## config.mk

```make
export PLATFORM = sky130hd
export DESIGN_NAME = page_swap_engine
export DESIGN_NICKNAME = d
export VERILOG_FILES = /design/src/rtl/psw_pkg.sv /design/src/rtl/psw_bitmap.sv /design/src/rtl/psw_half_buf.sv /design/src/rtl/psw_walk_fsm.sv /design/src/rtl/page_swap_engine.sv
export SDC_FILE = /design/constraint.sdc
export NUM_CORES = 1
export LEC_CHECK = 0
export ABC_CLOCK_PERIOD_IN_PS = 4200
export CAP_MARGIN = 20
export CORE_MARGIN = 2
export CORE_UTILIZATION = 58
export DETAILED_ROUTE_END_ITERATION = 8
export MAX_ROUTING_LAYER = met4
export PLACE_DENSITY = 0.76
export SYNTH_ARGS = -nofsm -noshare
export SYNTH_HDL_FRONTEND = slang
export SYNTH_SLANG_ARGS = --single-unit
```

## constraint.sdc

```tcl
create_clock -name clk -period 4.2 [get_ports clk]
set_clock_uncertainty 0.15 [all_clocks]
set_input_delay 0.42 -clock clk [delete_from_list [all_inputs] [get_ports clk]]
set_output_delay 0.42 -clock clk [all_outputs]
set_load 0.02 [all_outputs]
```

## src/rtl/psw_pkg.sv

```systemverilog
package psw_pkg;

    typedef enum logic [2:0] {
        S_IDLE   = 3'd0,
        S_CHECK  = 3'd1,
        S_RD_LO  = 3'd2,
        S_LD_LO  = 3'd3,
        S_RD_HI  = 3'd4,
        S_MV_LO  = 3'd5,
        S_WR_HI  = 3'd6,
        S_FINISH = 3'd7
    } walk_state_t;

    typedef enum logic {
        OP_SAVE    = 1'b0,
        OP_RESTORE = 1'b1
    } cmd_op_t;

endpackage

```

## src/rtl/psw_bitmap.sv

```systemverilog
module psw_bitmap #(
    parameter int NUM_PAGES = 16
) (
    input  logic                         clk,
    input  logic                         rst_n,
    input  logic                         save_en,
    input  logic [$clog2(NUM_PAGES)-1:0] save_idx,
    input  logic                         save_bit,
    input  logic [$clog2(NUM_PAGES)-1:0] rd_idx,
    output logic                         rd_bit,
    output logic                         map_valid
);
    logic [NUM_PAGES-1:0] bits_q;

    always_ff @(posedge clk or negedge rst_n) begin
        if (!rst_n) begin
            bits_q    <= '0;
            map_valid <= 1'b0;
        end else if (save_en) begin
            bits_q[save_idx] <= save_bit;
            map_valid        <= 1'b1;
        end
    end

    assign rd_bit = bits_q[rd_idx];

    // a save lands in the addressed entry and marks the map present
    assert_save_lands_R2: assert property (@(posedge clk) disable iff (!rst_n)
        save_en |=> (bits_q[$past(save_idx)] == $past(save_bit)) && map_valid);

    // once present the map stays present until reset
    assert_map_sticky_R1: assert property (@(posedge clk) disable iff (!rst_n)
        map_valid |=> map_valid);
endmodule

```

## src/rtl/psw_half_buf.sv

```systemverilog
module psw_half_buf #(
    parameter int DEPTH  = 8,
    parameter int WORD_W = 64
) (
    input  logic                     clk,
    input  logic                     we,
    input  logic [$clog2(DEPTH)-1:0] widx,
    input  logic [WORD_W-1:0]        wdata,
    input  logic [$clog2(DEPTH)-1:0] ridx,
    output logic [WORD_W-1:0]        rdata
);
    logic [WORD_W-1:0] slot [DEPTH];

    for (genvar i = 0; i < DEPTH; i++) begin : g_slot
        always_ff @(posedge clk) begin
            if (we && (widx == i[$clog2(DEPTH)-1:0])) begin
                slot[i] <= wdata;
            end
        end
    end

    assign rdata = slot[ridx];
endmodule

```

## src/rtl/psw_walk_fsm.sv

```systemverilog
module psw_walk_fsm
    import psw_pkg::*;
#(
    parameter int RAM_AW     = 16,
    parameter int WORD_W     = 64,
    parameter int HALF_WORDS = 8,
    parameter int NUM_GROUPS = 32,
    parameter int PAGE_IDX_W = 4
) (
    input  logic                       clk,
    input  logic                       rst_n,
    input  logic                       start,
    input  logic [PAGE_IDX_W-1:0]      start_page,
    input  logic [RAM_AW-1:0]          start_base,
    input  logic                       start_bit,
    input  logic                       stored_bit,
    input  logic                       map_valid,
    output logic [PAGE_IDX_W-1:0]      page_q,
    output logic                       busy,
    output logic                       done,
    output logic                       dirty,
    output logic                       ram_en,
    output logic                       ram_we,
    output logic [RAM_AW-1:0]          ram_addr,
    output logic [WORD_W-1:0]          ram_wdata,
    input  logic [WORD_W-1:0]          ram_rdata,
    output logic                       buf_we,
    output logic [$clog2(HALF_WORDS)-1:0] buf_idx,
    input  logic [WORD_W-1:0]          buf_rdata
);
    localparam int HALF_W     = $clog2(HALF_WORDS);
    localparam int GRP_W      = $clog2(NUM_GROUPS);
    localparam int PAGE_WORDS = 2 * HALF_WORDS * NUM_GROUPS;

    walk_state_t           state, state_nx;
    logic [GRP_W-1:0]      grp;
    logic [HALF_W-1:0]     idx;
    logic [RAM_AW-1:0]     base_q;
    logic                  newbit_q;
    logic                  swapped_q;
    logic                  need_swap;
    logic                  idx_last;
    logic                  grp_last;
    logic                  hi_sel;
    logic [GRP_W+HALF_W:0] offset;

    assign need_swap = map_valid && (stored_bit != newbit_q);
    assign idx_last  = (idx == HALF_W'(HALF_WORDS - 1));
    assign grp_last  = (grp == GRP_W'(NUM_GROUPS - 1));

    // state register and walk counters
    always_ff @(posedge clk or negedge rst_n) begin
        if (!rst_n) begin
            state     <= S_IDLE;
            grp       <= '0;
            idx       <= '0;
            page_q    <= '0;
            base_q    <= '0;
            newbit_q  <= 1'b0;
            swapped_q <= 1'b0;
        end else begin
            state <= state_nx;
            case (state)
                S_IDLE: if (start) begin
                    page_q    <= start_page;
                    base_q    <= start_base;
                    newbit_q  <= start_bit;
                    grp       <= '0;
                    idx       <= '0;
                    swapped_q <= 1'b0;
                end
                S_CHECK: if (need_swap) swapped_q <= 1'b1;
                S_LD_LO, S_MV_LO: idx <= idx + 1'b1;
                S_WR_HI: begin
                    idx <= idx + 1'b1;
                    if (idx_last) grp <= grp + 1'b1;
                end
                default: ;
            endcase
        end
    end

    always_comb begin
        state_nx = state;
        unique case (state)
            S_IDLE:   state_nx = start ? S_CHECK : S_IDLE;
            S_CHECK:  state_nx = need_swap ? S_RD_LO : S_FINISH;
            S_RD_LO:  state_nx = S_LD_LO;
            S_LD_LO:  state_nx = idx_last ? S_RD_HI : S_RD_LO;
            S_RD_HI:  state_nx = S_MV_LO;
            S_MV_LO:  state_nx = idx_last ? S_WR_HI : S_RD_HI;
            S_WR_HI:  state_nx = idx_last ? (grp_last ? S_FINISH : S_RD_LO) : S_WR_HI;
            S_FINISH: state_nx = S_IDLE;
        endcase
    end

    assign hi_sel = (state == S_RD_HI) || (state == S_WR_HI);
    assign offset = {grp, hi_sel, idx};

    // outputs
    always_comb begin
        ram_en    = 1'b0;
        ram_we    = 1'b0;
        ram_wdata = ram_rdata;
        buf_we    = 1'b0;
        done      = 1'b0;
        dirty     = 1'b0;
        unique case (state)
            S_RD_LO, S_RD_HI: ram_en = 1'b1;
            S_LD_LO:          buf_we = 1'b1;
            S_MV_LO: begin
                ram_en = 1'b1;
                ram_we = 1'b1;
            end
            S_WR_HI: begin
                ram_en    = 1'b1;
                ram_we    = 1'b1;
                ram_wdata = buf_rdata;
            end
            S_FINISH: begin
                done  = 1'b1;
                dirty = swapped_q;
            end
            default: ;
        endcase
    end

    assign ram_addr = base_q + RAM_AW'(offset);
    assign buf_idx  = idx;
    assign busy     = (state != S_IDLE);

    assert_we_needs_en_R9: assert property (@(posedge clk) disable iff (!rst_n)
        ram_we |-> ram_en);
    assert_in_window_R9: assert property (@(posedge clk) disable iff (!rst_n)
        ram_en |-> (RAM_AW'(ram_addr - base_q) < RAM_AW'(PAGE_WORDS)));
    assert_dirty_with_done_R6: assert property (@(posedge clk) disable iff (!rst_n)
        dirty |-> done);
    assert_done_single_R7: assert property (@(posedge clk) disable iff (!rst_n)
        done |=> !done && !busy);
    assert_done_while_busy_R7: assert property (@(posedge clk) disable iff (!rst_n)
        done |-> busy);
    assert_check_no_ram_R3: assert property (@(posedge clk) disable iff (!rst_n)
        $rose(busy) |-> !ram_en);
endmodule

```

## src/rtl/page_swap_engine.sv

```systemverilog
module page_swap_engine
    import psw_pkg::*;
#(
    parameter int PAGE_BYTES  = 4096,
    parameter int WORD_BYTES  = 8,
    parameter int GROUP_BYTES = 128,
    parameter int NUM_PAGES   = 16,
    parameter int RAM_AW      = 16
) (
    input  logic                         clk,
    input  logic                         rst_n,
    input  logic                         cmd_valid,
    input  logic                         cmd_op,
    input  logic [$clog2(NUM_PAGES)-1:0] cmd_page,
    input  logic                         cmd_pa_bit,
    input  logic [RAM_AW-1:0]            cmd_base,
    output logic                         busy,
    output logic                         done,
    output logic                         dirty,
    output logic [$clog2(NUM_PAGES)-1:0] dirty_page,
    output logic                         ram_en,
    output logic                         ram_we,
    output logic [RAM_AW-1:0]            ram_addr,
    output logic [WORD_BYTES*8-1:0]      ram_wdata,
    input  logic [WORD_BYTES*8-1:0]      ram_rdata
);
    localparam int WORD_W      = WORD_BYTES * 8;
    localparam int GROUP_WORDS = GROUP_BYTES / WORD_BYTES;
    localparam int HALF_WORDS  = GROUP_WORDS / 2;
    localparam int NUM_GROUPS  = PAGE_BYTES / GROUP_BYTES;
    localparam int PAGE_IDX_W  = $clog2(NUM_PAGES);
    localparam int HALF_W      = $clog2(HALF_WORDS);

    logic                  accept, save_en, start;
    logic                  stored_bit, map_valid;
    logic [PAGE_IDX_W-1:0] page_q;
    logic                  buf_we;
    logic [HALF_W-1:0]     buf_idx;
    logic [WORD_W-1:0]     buf_rdata;

    assign accept  = cmd_valid && !busy;
    assign save_en = accept && (cmd_op == OP_SAVE);
    assign start   = accept && (cmd_op == OP_RESTORE);

    psw_bitmap #(.NUM_PAGES(NUM_PAGES)) u_map (
        .clk(clk), .rst_n(rst_n),
        .save_en(save_en), .save_idx(cmd_page), .save_bit(cmd_pa_bit),
        .rd_idx(page_q), .rd_bit(stored_bit), .map_valid(map_valid)
    );

    psw_half_buf #(.DEPTH(HALF_WORDS), .WORD_W(WORD_W)) u_buf (
        .clk(clk), .we(buf_we), .widx(buf_idx), .wdata(ram_rdata),
        .ridx(buf_idx), .rdata(buf_rdata)
    );

    psw_walk_fsm #(
        .RAM_AW(RAM_AW), .WORD_W(WORD_W), .HALF_WORDS(HALF_WORDS),
        .NUM_GROUPS(NUM_GROUPS), .PAGE_IDX_W(PAGE_IDX_W)
    ) u_fsm (
        .clk(clk), .rst_n(rst_n),
        .start(start), .start_page(cmd_page), .start_base(cmd_base),
        .start_bit(cmd_pa_bit), .stored_bit(stored_bit), .map_valid(map_valid),
        .page_q(page_q), .busy(busy), .done(done), .dirty(dirty),
        .ram_en(ram_en), .ram_we(ram_we), .ram_addr(ram_addr),
        .ram_wdata(ram_wdata), .ram_rdata(ram_rdata),
        .buf_we(buf_we), .buf_idx(buf_idx), .buf_rdata(buf_rdata)
    );

    assign dirty_page = page_q;

    // no command can start while a restore is in flight
    assert_busy_blocks_start_R8: assert property (@(posedge clk) disable iff (!rst_n)
        (busy && !done) |=> busy);
endmodule

```

==> impl_metrics.prom <==
# TYPE chip_impl_metric gauge
chip_impl_metric{name="cap_violations",unit=""} 0
chip_impl_metric{name="overall_track_demand_over_capacity_in_global_routing",unit="%"} 23.7
chip_impl_metric{name="global_route.overflow_total",unit=""} 0
chip_impl_metric{name="clkSlewWorstSetupHoldPaths",unit="ns"} 0.06
chip_impl_metric{name="final-hold-violation-count",unit=""} 0
chip_impl_metric{name="dieWidth",unit="µm"} 202
chip_impl_metric{name="start_util",unit="%"} 58.7
chip_impl_metric{name="cp_data_arrival_time",unit="ns"} 3.30
chip_impl_metric{name="yosysWarnings",unit=""} 0
chip_impl_metric{name="htree_num_levels",unit=""} 2
chip_impl_metric{name="time_the_worst_path_needs_with_i_o_delays_and_setup",unit="ns"} 3.87
chip_impl_metric{name="port_buffers",unit=""} 177
chip_impl_info{name="yosys.cell_count.top_type",value="sky130_fd_sc_hd__edfxtp_1"} 1
chip_impl_metric{name="synth.net_count",unit=""} 1310
chip_impl_info{name="cts_tree",value="built"} 1
chip_impl_info{name="timing.rr.start",value="u_fsm.buf_idx[1]$_DFFE_PN0P_"} 1
chip_impl_metric{name="power_leakage",unit="nW"} 9.36
chip_impl_metric{name="synth_area_per_cell",unit="µm²"} 18.8
chip_impl_metric{name="crit_path_max_fanout",unit=""} 16
chip_impl_metric{name="worst_pin_slew",unit="ns"} 1.01
chip_impl_metric{name="postSynthCellCount",unit=""} 1202
chip_impl_metric{name="worst_ep_required_time",unit="ns"} 3.63
chip_impl_metric{name="post_cts.repair.setup_buffers",unit=""} 0
chip_impl_metric{name="vias",unit=""} 11600
chip_impl_metric{name="flow.area_growth_from_synthesis",unit="%"} 18.5
chip_impl_metric{name="netlist.area_leader.share",unit="%"} 67.9
chip_impl_metric{name="cell_variety_after_synth",unit=""} 46
chip_impl_metric{name="floorplan.rows",unit=""} 72
chip_impl_metric{name="routed_wirelength",unit="mm"} 45.6
chip_impl_info{name="outcome",value="finished clean"} 1
chip_impl_info{name="worst_hold_path_type",value="in2async"} 1
chip_impl_metric{name="clock_insertion_delay_worst_skew",unit="ns"} 0.58
chip_impl_metric{name="post-place-cells",unit=""} 1854
chip_impl_metric{name="syn_area",unit="mm²"} 0.0226
chip_impl_metric{name="grt_start_max_net_pins",unit=""} 133
chip_impl_metric{name="r2r.worst_path.cells",unit=""} 5
chip_impl_metric{name="synth-edff-count",unit=""} 512
chip_impl_metric{name="async_reset_ff_share",unit="%"} 8.90
chip_impl_metric{name="avgRoutedWirePerCell",unit="µm"} 23.4
chip_impl_metric{name="maxClockFrequency",unit="MHz"} 258
chip_impl_metric{name="grt_antenna_before_repair",unit=""} 2
chip_impl_metric{name="final_layout_size_suffix_gt1_share",unit="%"} 17.6
chip_impl_metric{name="max_stage_delay",unit="ns"} 0.63
chip_impl_metric{name="pwr_density_cell",unit="mW/mm²"} 616
chip_impl_metric{name="finalNonFillerCells",unit=""} 1954
chip_impl_metric{name="synth_seq_cells",unit=""} 562
chip_impl_metric{name="fin_crit_sh",unit="%"} 92.2
chip_impl_metric{name="antenna_violating_nets_post_route",unit=""} 0
chip_impl_metric{name="clockBufferDepth",unit=""} 3
chip_impl_info{name="synthDominantAreaCellType",value="sky130_fd_sc_hd__edfxtp_1"} 1
chip_impl_metric{name="setup_viol",unit=""} 0
chip_impl_metric{name="tritoncts.num_buffers",unit=""} 55
chip_impl_info{name="setup.worst_path.start_class",value="register"} 1
chip_impl_info{name="critical_path.cell_chain",value="nor2_1 -> ha_1 -> inv_1 -> o31a_1 -> o21ai_0 -> o2bb2ai_1 -> clkdlybuf4s50_1"} 1
chip_impl_metric{name="final-max-slew-violation-count",unit=""} 0
chip_impl_info{name="synth_ff_type",value="sky130_fd_sc_hd__edfxtp_1"} 1
chip_impl_metric{name="totalNegativeSetupSlack",unit="ns"} 0
chip_impl_metric{name="yosysSeqAreaShare",unit="%"} 73.5
chip_impl_metric{name="drt_first_iter_violations",unit=""} 912
chip_impl_metric{name="place.gp.congestion",unit=""} 0.823
chip_impl_metric{name="worst_setup_slack_post_dpl",unit="ns"} 0.765
chip_impl_metric{name="fin_nets",unit=""} 1502
chip_impl_metric{name="grt_first_pass_wirelength",unit="mm"} 70.5
chip_impl_metric{name="ir_worst_vdd",unit="V"} 0.000431
chip_impl_info{name="worst_setup_path_end_kind",value="output port"} 1
chip_impl_info{name="crit_start",value="u_fsm.state[0]$_DFF_PN0_"} 1
chip_impl_info{name="synthTopCellsByCount",value="512 x sky130_fd_sc_hd__edfxtp_1, 152 x sky130_fd_sc_hd__nand2_1, 129 x sky130_fd_sc_hd__mux4_2"} 1
chip_impl_metric{name="io_pins",unit=""} 178
chip_impl_info{name="synth.top_cells.by_area",value="sky130_fd_sc_hd__edfxtp_1 68%, sky130_fd_sc_hd__mux4_2 13%, sky130_fd_sc_hd__dfrtp_1 5.5%"} 1
chip_impl_metric{name="post-route-drc-count",unit=""} 0
chip_impl_info{name="rsz0062_at_grt",value="false"} 1
chip_impl_info{name="timing_worst_setup_path_type",value="reg2out"} 1
chip_impl_metric{name="design_power_total",unit="mW"} 16.5
chip_impl_metric{name="place.detailed.hpwl",unit="mm"} 24.5
chip_impl_metric{name="timing.slew.headroom",unit="%"} 32.5
chip_impl_metric{name="finalWorstSetupSlack",unit="ns"} 0.327
chip_impl_metric{name="drt_pass1_iterations",unit=""} 5
chip_impl_info{name="critical-path-slowest-cell",value="sky130_fd_sc_hd__clkdlybuf4s50_1"} 1
chip_impl_metric{name="first_global_vias",unit=""} 12000
chip_impl_metric{name="dieHeight",unit="µm"} 202
chip_impl_metric{name="cts_num_sinks",unit=""} 562
chip_impl_metric{name="avgViaCountPerCell",unit=""} 5.93
chip_impl_metric{name="floorplan.core_area",unit="mm²"} 0.0386
chip_impl_metric{name="die_area",unit="mm²"} 0.0406
chip_impl_info{name="cts-root-buf",value="sky130_fd_sc_hd__clkbuf_16"} 1
[logic make-up after synthesis]
group / Yosys count / share of synthesized area (%)
and+or+nand+nor: 218 / 4.20
muxes: 213 / 16.9
DFF: 562 / 73.5
buffers and inverters: 71 / 1.29
adders and majority gates: 19 / 1.08
AOI/OAI and AO/OA: 105 / 2.50
xor gates and xnor gates: 14 / 0.542
[power breakdown]
part	switching [mW]	internal [mW]	total, mW
Clock	2.00	2.61	4.60
Combinational	2.72	2.55	5.27
Sequential	0.231	6.43	6.66
Total	4.95	11.6	16.5
[sequential cells by signal, summed over array words and instances (netlist names)]
| name | cells |
|---|---|
| u_buf.slot | 512 |
| u_fsm.base_q | 16 |
| u_map.bits_q | 16 |
| u_fsm.grp | 5 |
| u_fsm.page_q | 4 |
| u_fsm.buf_idx | 3 |
| u_fsm.state | 3 |
| u_fsm.newbit_q | 1 |
| u_fsm.swapped_q | 1 |
| u_map.map_valid | 1 |
[routing by layer]
layer / vias to the layer above / wire length, µm / GRT usage [%]
li1: 5175 / - / -
met1: 5986 / 19800 / 33.1
met2: 356 / 22200 / 37.2
met3: 67 / 2680 / 3.82
met4: 0 / 889 / 6.36
met5: - / 0 / -
[area by class of cell]
| cell class | count | area, µm² |
|---|---|---|
| diodes | 2 | 5.00 |
| clock buffers | 65 | 1440 |
| clock inverters | 32 | 234 |
| fillers | 2514 | 11700 |
| inverters | 8 | 32.5 |
| multi-input cells | 569 | 5740 |
| flip-flops and latches | 562 | 16600 |
| well taps | 518 | 648 |
| repair buffers | 198 | 2100 |
[through the flow]
stage	util [%]	hold slack [ns]	instance area (µm²)
2_1_floorplan	-	-0.0256	22600
3_3_place_gp	65.2	0.166	25100
3_5_place_dp	65.2	0.170	25100
4_1_cts	69.6	0.0721	26800
5_1_grt	69.6	0.111	26800
6_report	69.6	0.0968	26800
[critical path: cells and delay by family (launching register included)]
family,cells,cell delay [ns]
buffers and inverters,2,0.68
adders and majority gates,1,0.34
and+or+nand+nor,1,0.13
AOI/OAI and AO/OA,3,1.00
DFF,1,0.58
[worst paths after layout]
kind / to / slack (ns)
worst max-delay path: ram_addr[15] / 0.33
worst min-delay path: u_fsm.base_q[14]$_DFFE_PN0P_ / 0.1
worst max register to register: u_buf.slot[7][43]$_DFFE_PP_ / 1.05
worst min register to register: u_fsm.swapped_q$_DFFE_PN0P_ / 0.32
max in group asynchronous: u_map.bits_q[5]$_DFFE_PN0P_ / 3.00
min in group clk: u_fsm.base_q[4]$_DFFE_PN0P_ / 0.21
[layout by cell type, fill, tap and decap left out, types with 4 or more instances in the layout]
cell and instances:
sky130_fd_sc_hd__dfrtp_1 48, sky130_fd_sc_hd__xor2_1 10, sky130_fd_sc_hd__o21ai_0 79, sky130_fd_sc_hd__mux2i_1 64, sky130_fd_sc_hd__inv_1 7, sky130_fd_sc_hd__clkbuf_1 9, sky130_fd_sc_hd__xnor2_1 4, sky130_fd_sc_hd__and3_1 4
sky130_fd_sc_hd__clkdlybuf4s50_1 176, sky130_fd_sc_hd__ha_1 18, sky130_fd_sc_hd__clkbuf_16 56, sky130_fd_sc_hd__nor3_1 6, sky130_fd_sc_hd__mux4_2 129, sky130_fd_sc_hd__buf_4 6, sky130_fd_sc_hd__and3_2 6, sky130_fd_sc_hd__mux4_1 4
sky130_fd_sc_hd__nand3_1 13, sky130_fd_sc_hd__mux2_2 16, sky130_fd_sc_hd__buf_12 14, sky130_fd_sc_hd__nand2_1 152, sky130_fd_sc_hd__clkinv_1 16, sky130_fd_sc_hd__clkinv_2 10, sky130_fd_sc_hd__edfxtp_1 512, sky130_fd_sc_hd__a21oi_1 14
sky130_fd_sc_hd__nor2_1 14
[repair_timing]
action / CTS / global route
endpoints found under the hold margin: 10 / 0
setup endpoints to repair: 0 / 3
hold buffers: 1 / 0
gates resized for setup: 0 / 1
Note: power is estimated with default switching activity, not from simulation.
